## src/rtl/spi_cmd_pkg.sv

```systemverilog
package spi_cmd_pkg;
  localparam int unsigned NARG = 3;
  localparam logic [7:0] A_CTRL = 8'h60;
  localparam logic [7:0] A_OPC  = 8'h61;
  localparam logic [7:0] A_ARG0 = 8'h64;
  localparam logic [7:0] A_RSP0 = 8'h67;
  localparam logic [7:0] A_DIV  = 8'h6C;

  typedef struct packed {
    logic [2:0] cls;
    logic [1:0] wcnt;
    logic [1:0] rcnt;
    logic       go;
  } ctrl_t;

  typedef enum logic [1:0] {SQ_IDLE, SQ_LAUNCH, SQ_WAIT, SQ_END} seq_state_t;
endpackage

```

## src/rtl/spi_cmd_regs.sv

```systemverilog
module spi_cmd_regs
  import spi_cmd_pkg::*;
#(
  parameter int unsigned DIV_W     = 8,
  parameter int unsigned DIV_RESET = 1
) (
  input  logic             clk,
  input  logic             rst_n,
  input  logic             bus_we,
  input  logic [7:0]       bus_addr,
  input  logic [7:0]       bus_wdata,
  output logic [7:0]       bus_rdata,
  output logic [1:0]       wcnt,
  output logic [1:0]       rcnt,
  output logic             go,
  output logic [7:0]       opcode,
  output logic [7:0]       args [NARG],
  output logic [DIV_W-1:0] div,
  input  logic             cap_we,
  input  logic [1:0]       cap_idx,
  input  logic [7:0]       cap_data,
  input  logic             seq_done
);
  ctrl_t            ctrl_q, ctrl_d;
  logic [7:0]       opc_q, opc_d;
  logic [DIV_W-1:0] div_q, div_d;
  logic [7:0]       arg_q [NARG];
  logic [7:0]       rsp_q [NARG];

  always_comb begin
    ctrl_d = ctrl_q;
    if (ctrl_q.go) begin
      if (seq_done) ctrl_d.go = 1'b0;
    end else if (bus_we && bus_addr == A_CTRL) begin
      ctrl_d = ctrl_t'(bus_wdata);
    end
    opc_d = (bus_we && bus_addr == A_OPC) ? bus_wdata : opc_q;
    div_d = (bus_we && bus_addr == A_DIV) ? bus_wdata[DIV_W-1:0] : div_q;
  end

  always_ff @(posedge clk or negedge rst_n) begin
    if (!rst_n) begin
      ctrl_q <= '0;
      opc_q  <= '0;
      div_q  <= DIV_W'(DIV_RESET);
    end else begin
      ctrl_q <= ctrl_d;
      opc_q  <= opc_d;
      div_q  <= div_d;
    end
  end

  for (genvar i = 0; i < NARG; i++) begin : g_slot
    logic [7:0] arg_d, rsp_d;
    always_comb begin
      arg_d = (bus_we && bus_addr == A_ARG0 + 8'(i)) ? bus_wdata : arg_q[i];
      rsp_d = (cap_we && cap_idx == 2'(i)) ? cap_data : rsp_q[i];
    end
    always_ff @(posedge clk or negedge rst_n) begin
      if (!rst_n) begin
        arg_q[i] <= '0;
        rsp_q[i] <= '0;
      end else begin
        arg_q[i] <= arg_d;
        rsp_q[i] <= rsp_d;
      end
    end

    rsp_hold_chk: assert property (@(posedge clk) disable iff (!rst_n)
      !(cap_we && cap_idx == 2'(i)) |=> $stable(rsp_q[i]));
  end

  always_comb begin
    bus_rdata = 8'h00;
    if (bus_addr == A_CTRL) bus_rdata = ctrl_q;
    if (bus_addr == A_OPC)  bus_rdata = opc_q;
    if (bus_addr == A_DIV)  bus_rdata = 8'(div_q);
    for (int i = 0; i < NARG; i++) begin
      if (bus_addr == A_ARG0 + 8'(i)) bus_rdata = arg_q[i];
      if (bus_addr == A_RSP0 + 8'(i)) bus_rdata = rsp_q[i];
    end
  end

  assign wcnt   = ctrl_q.wcnt;
  assign rcnt   = ctrl_q.rcnt;
  assign go     = ctrl_q.go;
  assign opcode = opc_q;
  assign args   = arg_q;
  assign div    = div_q;


  ctrl_locked_chk: assert property (@(posedge clk) disable iff (!rst_n)
    (ctrl_q.go && !seq_done) |=> $stable(ctrl_q));

  ctrl_clear_chk: assert property (@(posedge clk) disable iff (!rst_n)
    seq_done |=> !ctrl_q.go);
endmodule

```

## src/rtl/spi_cmd_shift.sv

```systemverilog
module spi_cmd_shift #(
  parameter int unsigned DIV_W = 8
) (
  input  logic             clk,
  input  logic             rst_n,
  input  logic [DIV_W-1:0] div,
  input  logic             load,
  input  logic [7:0]       tx_byte,
  output logic             busy,
  output logic             done,
  output logic [7:0]       rx_byte,
  output logic             sck,
  output logic             mosi,
  input  logic             miso
);
  logic             busy_q, busy_d, sck_q, sck_d, done_q, done_d;
  logic [DIV_W-1:0] cnt_q, cnt_d;
  logic [2:0]       bit_q, bit_d;
  logic [7:0]       sh_q, sh_d, rx_q, rx_d;

  always_comb begin
    busy_d = busy_q;
    sck_d  = sck_q;
    cnt_d  = cnt_q;
    bit_d  = bit_q;
    sh_d   = sh_q;
    rx_d   = rx_q;
    done_d = 1'b0;
    if (!busy_q) begin
      if (load) begin
        busy_d = 1'b1;
        sh_d   = tx_byte;
        cnt_d  = '0;
        bit_d  = '0;
        sck_d  = 1'b0;
      end
    end else if (cnt_q == div) begin
      cnt_d = '0;
      if (!sck_q) begin
        sck_d = 1'b1;
        rx_d  = {rx_q[6:0], miso};
      end else begin
        sck_d = 1'b0;
        if (bit_q == 3'd7) begin
          busy_d = 1'b0;
          done_d = 1'b1;
        end else begin
          bit_d = bit_q + 3'd1;
          sh_d  = {sh_q[6:0], 1'b0};
        end
      end
    end else begin
      cnt_d = cnt_q + 1'b1;
    end
  end

  always_ff @(posedge clk or negedge rst_n) begin
    if (!rst_n) begin
      busy_q <= 1'b0;
      sck_q  <= 1'b0;
      done_q <= 1'b0;
      cnt_q  <= '0;
      bit_q  <= '0;
      sh_q   <= '0;
      rx_q   <= '0;
    end else begin
      busy_q <= busy_d;
      sck_q  <= sck_d;
      done_q <= done_d;
      cnt_q  <= cnt_d;
      bit_q  <= bit_d;
      sh_q   <= sh_d;
      rx_q   <= rx_d;
    end
  end

  assign busy    = busy_q;
  assign done    = done_q;
  assign rx_byte = rx_q;
  assign sck     = sck_q;
  assign mosi    = sh_q[7];


  sck_idle_chk: assert property (@(posedge clk) disable iff (!rst_n)
    !busy_q |-> !sck_q);

  sck_hold_chk: assert property (@(posedge clk) disable iff (!rst_n)
    (busy_q && cnt_q != div) |=> $stable(sck_q));
endmodule

```

## src/rtl/spi_cmd_seq.sv

```systemverilog
module spi_cmd_seq
  import spi_cmd_pkg::*;
(
  input  logic       clk,
  input  logic       rst_n,
  input  logic [1:0] wcnt,
  input  logic [1:0] rcnt,
  input  logic       go,
  input  logic [7:0] opcode,
  input  logic [7:0] args [NARG],
  input  logic       sh_busy,
  input  logic       sh_done,
  input  logic [7:0] sh_rx,
  output logic       load,
  output logic [7:0] tx_byte,
  output logic       cap_we,
  output logic [1:0] cap_idx,
  output logic [7:0] cap_data,
  output logic       seq_done,
  output logic       cs_n
);
  seq_state_t state_q, state_d;
  logic [2:0] idx_q, idx_d;
  logic       cs_n_q, cs_n_d;
  logic [2:0] wc3, last_idx;
  logic [1:0] arg_sel;

  assign wc3      = {1'b0, wcnt};
  assign last_idx = wc3 + {1'b0, rcnt};
  assign arg_sel  = idx_q[1:0] - 2'd1;

  always_comb begin
    if (idx_q == 3'd0)      tx_byte = opcode;
    else if (idx_q <= wc3)  tx_byte = (arg_sel == 2'd0) ? args[0] :
                                      (arg_sel == 2'd1) ? args[1] : args[2];
    else                    tx_byte = 8'h00;
  end

  always_comb begin
    state_d  = state_q;
    idx_d    = idx_q;
    load     = 1'b0;
    cap_we   = 1'b0;
    seq_done = 1'b0;
    cap_idx  = idx_q[1:0] - 2'd1 - wcnt;
    cap_data = sh_rx;
    case (state_q)
      SQ_IDLE: if (go) begin
        state_d = SQ_LAUNCH;
        idx_d   = '0;
      end
      SQ_LAUNCH: begin
        load    = 1'b1;
        state_d = SQ_WAIT;
      end
      SQ_WAIT: if (sh_done) begin
        cap_we = (idx_q > wc3);
        if (idx_q == last_idx) state_d = SQ_END;
        else begin
          idx_d   = idx_q + 3'd1;
          state_d = SQ_LAUNCH;
        end
      end
      default: begin
        seq_done = 1'b1;
        state_d  = SQ_IDLE;
      end
    endcase
    cs_n_d = (state_d == SQ_IDLE) || (state_d == SQ_END);
  end

  always_ff @(posedge clk or negedge rst_n) begin
    if (!rst_n) begin
      state_q <= SQ_IDLE;
      idx_q   <= '0;
      cs_n_q  <= 1'b1;
    end else begin
      state_q <= state_d;
      idx_q   <= idx_d;
      cs_n_q  <= cs_n_d;
    end
  end

  assign cs_n = cs_n_q;


  cs_active_chk: assert property (@(posedge clk) disable iff (!rst_n)
    sh_busy |-> !cs_n_q);

  cs_idle_chk: assert property (@(posedge clk) disable iff (!rst_n)
    !go |-> cs_n_q);

  load_idle_chk: assert property (@(posedge clk) disable iff (!rst_n)
    load |-> !sh_busy);
endmodule

```

## src/rtl/spi_cmd_engine.sv

```systemverilog
module spi_cmd_engine
  import spi_cmd_pkg::*;
#(
  parameter int unsigned DIV_W     = 8,
  parameter int unsigned DIV_RESET = 1
) (
  input  logic       clk,
  input  logic       rst_n,
  input  logic       bus_we,
  input  logic [7:0] bus_addr,
  input  logic [7:0] bus_wdata,
  output logic [7:0] bus_rdata,
  output logic       spi_sck,
  output logic       spi_cs_n,
  output logic       spi_mosi,
  input  logic       spi_miso
);
  logic [1:0]       wcnt, rcnt, cap_idx;
  logic             go, cap_we, seq_done, load, sh_busy, sh_done;
  logic [7:0]       opcode, cap_data, tx_byte, sh_rx;
  logic [7:0]       args [NARG];
  logic [DIV_W-1:0] div;

  spi_cmd_regs #(.DIV_W(DIV_W), .DIV_RESET(DIV_RESET)) u_regs (
    .clk(clk), .rst_n(rst_n), .bus_we(bus_we), .bus_addr(bus_addr),
    .bus_wdata(bus_wdata), .bus_rdata(bus_rdata), .wcnt(wcnt), .rcnt(rcnt),
    .go(go), .opcode(opcode), .args(args), .div(div), .cap_we(cap_we),
    .cap_idx(cap_idx), .cap_data(cap_data), .seq_done(seq_done)
  );

  spi_cmd_seq u_seq (
    .clk(clk), .rst_n(rst_n), .wcnt(wcnt), .rcnt(rcnt), .go(go),
    .opcode(opcode), .args(args), .sh_busy(sh_busy), .sh_done(sh_done),
    .sh_rx(sh_rx), .load(load), .tx_byte(tx_byte), .cap_we(cap_we),
    .cap_idx(cap_idx), .cap_data(cap_data), .seq_done(seq_done),
    .cs_n(spi_cs_n)
  );

  spi_cmd_shift #(.DIV_W(DIV_W)) u_shift (
    .clk(clk), .rst_n(rst_n), .div(div), .load(load), .tx_byte(tx_byte),
    .busy(sh_busy), .done(sh_done), .rx_byte(sh_rx), .sck(spi_sck),
    .mosi(spi_mosi), .miso(spi_miso)
  );
endmodule

```

## config.mk

```make
export PLATFORM = sky130hd
export DESIGN_NAME = spi_cmd_engine
export DESIGN_NICKNAME = d
export VERILOG_FILES = /design/src/rtl/spi_cmd_pkg.sv /design/src/rtl/spi_cmd_regs.sv /design/src/rtl/spi_cmd_shift.sv /design/src/rtl/spi_cmd_seq.sv /design/src/rtl/spi_cmd_engine.sv
export SDC_FILE = /design/constraint.sdc
export NUM_CORES = 1
export LEC_CHECK = 0
export BUFFER_PORTS_ARGS = -buffer_cell sky130_fd_sc_hd__buf_4
export CAP_MARGIN = 25
export CORE_UTILIZATION = 30
export DETAILED_ROUTE_END_ITERATION = 6
export PLACE_DENSITY = 0.5
export REMOVE_ABC_BUFFERS = 1
export SKIP_LAST_GASP = 1
export SLEW_MARGIN = 0
export SYNTH_ARGS = -nofsm -noshare
export SYNTH_HDL_FRONTEND = slang
export SYNTH_HIERARCHICAL = 1
export SYNTH_SLANG_ARGS = --single-unit
```

## constraint.sdc

```tcl
create_clock -name clk -period 3 [get_ports clk]
set_input_delay 0.6 -clock clk [delete_from_list [all_inputs] [get_ports clk]]
set_output_delay 0.6 -clock clk [all_outputs]
set_load 0.01 [all_outputs]
```

# Word level (Yosys, flattened, before mapping)
# Index checks and enable logic that the tools add are counted.
# classes
addsub,6
magnitude_cmp,2
n_eq_ne,24
mux,53
n_bitwise,2
reduce_logical,23
# op_table
op,n
8-bit 2-to-1 mux,21
"8-bit by 7-bit == test with 1-bit output, second input constant",9
3-bit 2-to-1 mux,8
1-bit 2-to-1 mux,19
"2-bit != test, second input constant",5
1-bit logical AND,9
"8-bit by 1-bit adder with 8-bit output, second input constant",1
8-bit == test,1
2-bit logical NOT,4
4-bit AND reduction,2
"3-bit by 1-bit adder with 3-bit output, second input constant",2
"2-bit by 1-bit == test with 1-bit output, second input constant",3
"2-bit == test, second input constant",3
2-bit 2-to-1 mux,3
2-bit case mux with 3 select lines,1
3-bit case mux with 2 select lines,1
2-bit AND reduction,2
2-bit nonzero test,2
2-bit by 2-bit adder with 3-bit output,1
3-bit == test,1
"3-bit == test, second input constant",1
3-bit by 2-bit > comparator with 1-bit output,1
3-bit by 2-bit <= comparator with 1-bit output,1
3-bit logical NOT,1
other kinds (7),8
# totals
regBits,108
input_bits,20
output_inout_bits,11
word_cells,132

# Logic depth before layout (Yosys ltp)
# depth
word_depth,10
ltp_mapped,10
ltp_nobuf,8

# Cells and area by module
# Netlist, hierarchy kept.
# by_module_without_submodules
mod,n_inst,cells_per_inst,area_per_inst_um2
spi_cmd_regs,1,292,3716.1
spi_cmd_shift,1,125,1539.0
spi_cmd_seq,1,113,858.3

# Worst setup path after synthesis
# No wires, ideal clock.
# synth_path
kind,input-to-output
startpoint,input port bus_addr[0]
endpoint,output port bus_rdata[0]
arrival_ns,1.804
setup_slack_ns,0.596
path_stages,6
path_buffers,2
cell_sequence,clkbuf_1 or3b_2 clkbuf_1 o21a_1 o221ai_1 a31oi_1
# synth_via
elab_chain_cells,10
elab_cells_between_ends,18
classes_between,9 x eq/ne; 9 x mux
# synth_rtl
item,line,text
from (decl),spi_cmd_engine.sv:10,"input logic [7:0] bus_addr,"
8-bit by 7-bit == test with 1-bit output,spi_cmd_regs.sv:75,if (bus_addr == A_CTRL) bus_rdata = ctrl_q;
8-bit 2-to-1 mux,spi_cmd_regs.sv:75,
8-bit 2-to-1 mux,spi_cmd_regs.sv:76,if (bus_addr == A_OPC) bus_rdata = opc_q;
8-bit 2-to-1 mux,spi_cmd_regs.sv:77,if (bus_addr == A_DIV) bus_rdata = 8'(div_q);
8-bit 2-to-1 mux,spi_cmd_regs.sv:79,if (bus_addr == A_ARG0 + 8'(i)) bus_rdata = arg_q[i];
8-bit 2-to-1 mux,spi_cmd_regs.sv:80,if (bus_addr == A_RSP0 + 8'(i)) bus_rdata = rsp_q[i];
8-bit 2-to-1 mux,spi_cmd_regs.sv:79,
8-bit 2-to-1 mux,spi_cmd_regs.sv:80,
8-bit 2-to-1 mux,spi_cmd_regs.sv:79,
8-bit 2-to-1 mux *,spi_cmd_regs.sv:80,
to (decl),spi_cmd_engine.sv:12,"output logic [7:0] bus_rdata,"
# Mark *: on every way between the ends. The rest lies on a longest branch, timed or not.

# Worst setup path after layout
# layout_path
startpoint,input port bus_addr[7]
endpoint,output port bus_rdata[6]
# Same word-level chain as after synthesis.

==> flow_metrics.py <==
metrics = {
    "run_status": {
        "status": "finished clean",
    },
    "yosys": {
        "yosys-top-cells-count": "106 x dfrtp_1, 75 x mux2_2, 32 x nand2_1",
        "synth_ff_type": "dfrtp_1",
        "yosysTopAreaCell": "dfrtp_1",
        "yosys_warnings": 6,
        "ys_ff_latch": 108,
        "netlist_area_um2": 6110,
        "synth_edf_count": 0,
        "ys_top_cells_by_area": "dfrtp_1 43%, mux2_2 14%, mux2i_1 3.1%, o221ai_1 2.3%, ha_1 2.3%",
        "syn_area_per_cell_um2": 11.5,
        "synth_top_area_share": 0.434,
        "synth.most_common_cell": "dfrtp_1",
        "yosysSeqAreaShare": 0.442,
        "synthDistinctLibCells": 70,
        "syn_inst": 530,
        "async_reset_ff_frac": 1.00,
    },
    "route": {
        "wl_per_cell_um": 19.7,
        "wirelength_um": 16000,
        "vias_per_cell": 5.26,
        "top_layer": "met4",
        "wl_met2_um": 7240,
        "post-route-drc-count": 0,
        "dr.first_iter.drc_count": 315,
        "ant_nets": 0,
        "vias": 4275,
        "wirelength_met1_um": 7630,
        "wl_met3_um": 764,
        "dr.pass1.iters": 4,
    },
    "global_route": {
        "grt_max_degree": 52,
        "track_usage": 0.167,
        "grt_overflow": 0,
        "antenna_found_initial": 0,
        "grt_first_pass_wirelength_um": 26100,
        "grt_pass1_vias": 4397,
    },
    "layout": {
        "antenna_cells": 0,
        "fill_cells": 1966,
        "syn_to_final_growth_pct": 11.6,
        "multiInputGateArea_um2": 3130,
        "nNetsFinal": 574,
        "seq_area_um2": 2710,
        "final_layout_size_suffix_gt1_frac": 0.287,
        "final_core_util": 0.346,
        "fin_cells": 812,
    },
    "place": {
        "dp_cells": 796,
        "place_congestion": 0.879,
        "hpwl_um": 11800,
        "port_buffers": 30,
    },
    "sta": {
        "final.setup.tns_ns": 0,
        "maxSlewViolCount": 0,
        "worst_pin_slew_ns": 0.753,
        "finClkSkew_ns": 0.0116,
        "slew_headroom": 0.492,
        "rsz0062_at_grt": "false",
        "final_hold_viol_count": 0,
        "final-setup-viol-count": 0,
        "fmax_mhz": 359,
        "finalCritPeriodShare": 0.927,
        "fin_crit_ns": 2.78,
    },
    "floorplan": {
        "dieArea_um2": 21000,
        "die_w_um": 145,
        "start_util": 0.310,
        "coreArea_um2": 19700,
        "io_pins": 31,
        "rows": 51,
        "fp.dieH_um": 145,
    },
    "clock_tree": {
        "cts_htree_levels": 3,
        "ctsResizeCount": 0,
        "cts_inserted_buffers": 9,
        "root_buffer": "clkbuf_16",
        "cts_hold_buffers": 0,
        "clk_latency_ns": 0.35,
        "post_cts_buffers": 0,
        "clkTransAtPathRegs_ns": 0.07,
        "tritoncts": "built",
        "clkSinkCount": 108,
        "cts_buffer_depth": 2,
    },
    "power_and_ir_drop": {
        "swShare": 0.352,
        "internal-power_uw": 2840,
        "power.density_nw_per_um2": 641,
        "switching_power_uw": 1540,
        "clockPowerShare": 0.266,
        "seqPwrFrac": 0.454,
        "ir_worst_vdd_mv": 0.271,
        "combPwrFrac": 0.281,
        "p_leak_uw": 0.00289,
    },
    "critical_path": {
        "required_ns": 2.40,
        "cp-end-kind": "output pin",
        "start_kind": "primary input",
        "crit_type": "primary input to output pin",
        "cp.arrival_ns": 2.18,
        "cp_max_fo": 10,
    },
    "min_path": {
        "hold_class": "primary input to asynchronous set/reset pin",
    },
    "run": {
        "drv_cap": 0,
    },
}
## placed cells by master (no fill, tap or decap), drive strengths merged, types with 4 or more instances in the layout
cell / synthesis / final
o2bb2ai: 8 / 8
and3b: 9 / 9
nand2: 32 / 32
nor2b: 4 / 4
inv: 10 / 15
nand3b: 4 / 4
xnor2: 12 / 12
ha: 11 / 11
nand3: 5 / 5
o211ai: 14 / 14
clkbuf: 16 / 10
mux2i: 19 / 19
o21a: 8 / 8
dfrtp: 106 / 106
nor3: 15 / 15
buf: 25 / 42
a31oi: 8 / 8
o21ai: 26 / 26
o221a: 7 / 7
mux2: 79 / 79
a21oi: 9 / 9
nand2b: 20 / 20
o221ai: 16 / 16
nor2: 14 / 14
a211oi: 8 / 8
## routing by layer
| metal | up-vias | track usage |
|---|---|---|
| li1 | 1987 | - |
| met4 | 0 | 0.0526 |
| met1 | 2148 | 0.241 |
| met3 | 19 | 0.0313 |
| met5 | - | 0 |
| met2 | 121 | 0.252 |
## final cells by class
cell class | count | share of cell area
well taps | 265 | 0.0486
multi-input cells | 371 | 0.458
inverters | 10 | 0.00550
repair buffers | 42 | 0.0499
clock buffers | 10 | 0.0335
flip-flops and latches | 108 | 0.396
clock inverters | 6 | 0.00770
## stage by stage
| step | hold WS, ns | cell area (µm²) | power [µW] | worst slack [ns] |
|---|---|---|---|---|
| final | 0.203 | 6830 | 4380 | 0.218 |
| after global routing | 0.219 | 6830 | 4680 | 0.112 |
| after CTS | 0.218 | 6830 | 4440 | 0.283 |
| after detailed placement | 0.494 | 6540 | 3250 | 0.286 |
| after global placement | 0.473 | 6540 | 3210 | 0.385 |
| after floorplan | 0.304 | 5870 | 2780 | 0.720 |
## power by group through the flow
stage                     clock network (µW)  registers (µW)  logic, µW
after floorplan                            0            1910        870
final                                   1160            1990       1230
after global placement                     0            2010       1200
after CTS                               1210            1990       1240
after global routing                    1270            2040       1370
after detailed placement                   0            2020       1230
## critical path, cell delays in order
cell and delay, ns:
buf_4 0.11, nand4bb_1 0.51, a211oi_1 0.40, o221ai_1 0.16, a31oi_1 0.25, buf_4 0.16
## path summary, 6_finish.rpt
path / slack [ns] / cells after the start / endpoint / start
min in group clk: 0.47 / 2 / u_shift/rx_byte[0]$_DFFE_PN0P_ / spi_miso
worst min-delay path: 0.20 / 1 / u_seq/idx_q[0]$_DFFE_PN0P_ / rst_n
worst max-delay path: 0.22 / 6 / bus_rdata[6] / bus_addr[7]
max in group asynchronous: 2.10 / 2 / u_regs/rsp_q[19]$_DFFE_PN0P_ / rst_n
worst max register to register: 0.47 / 8 / u_regs/rsp_q[19]$_DFFE_PN0P_ / u_seq/idx_q[1]$_DFFE_PN0P_
worst min register to register: 0.49 / 1 / u_shift/bit_q[0]$_DFFE_PN0P_ / u_shift/bit_q[0]$_DFFE_PN0P_
## state kept, by name (all words and copies together), names as in the netlist, 3 cells and up
| name | flops |
|---|---|
| u_regs/args | 24 |
| u_regs/rsp_q | 24 |
| u_regs/div | 8 |
| u_regs/opcode | 8 |
| u_shift/cnt_q | 8 |
| u_shift/rx_byte | 8 |
| u_shift/sh_q | 8 |
| u_regs/ctrl_q | 3 |
| u_seq/idx_q | 3 |
| u_shift/bit_q | 3 |
## kinds of logic (layout without fill, tap and decap cells)
kind of cell / Yosys count / after routing / share of synthesized area
muxes: 98 / 98 / 0.177
and+or+nand+nor: 127 / 127 / 0.136
adders and majority gates: 12 / 12 / 0.0258
xor gates and xnor gates: 15 / 15 / 0.0276
AOI/OAI and AO/OA: 119 / 119 / 0.146
DFF: 108 / 108 / 0.442
buffers and inverters: 51 / 68 / 0.0456
No activity file was read; power rests on OpenSTA's default activity.
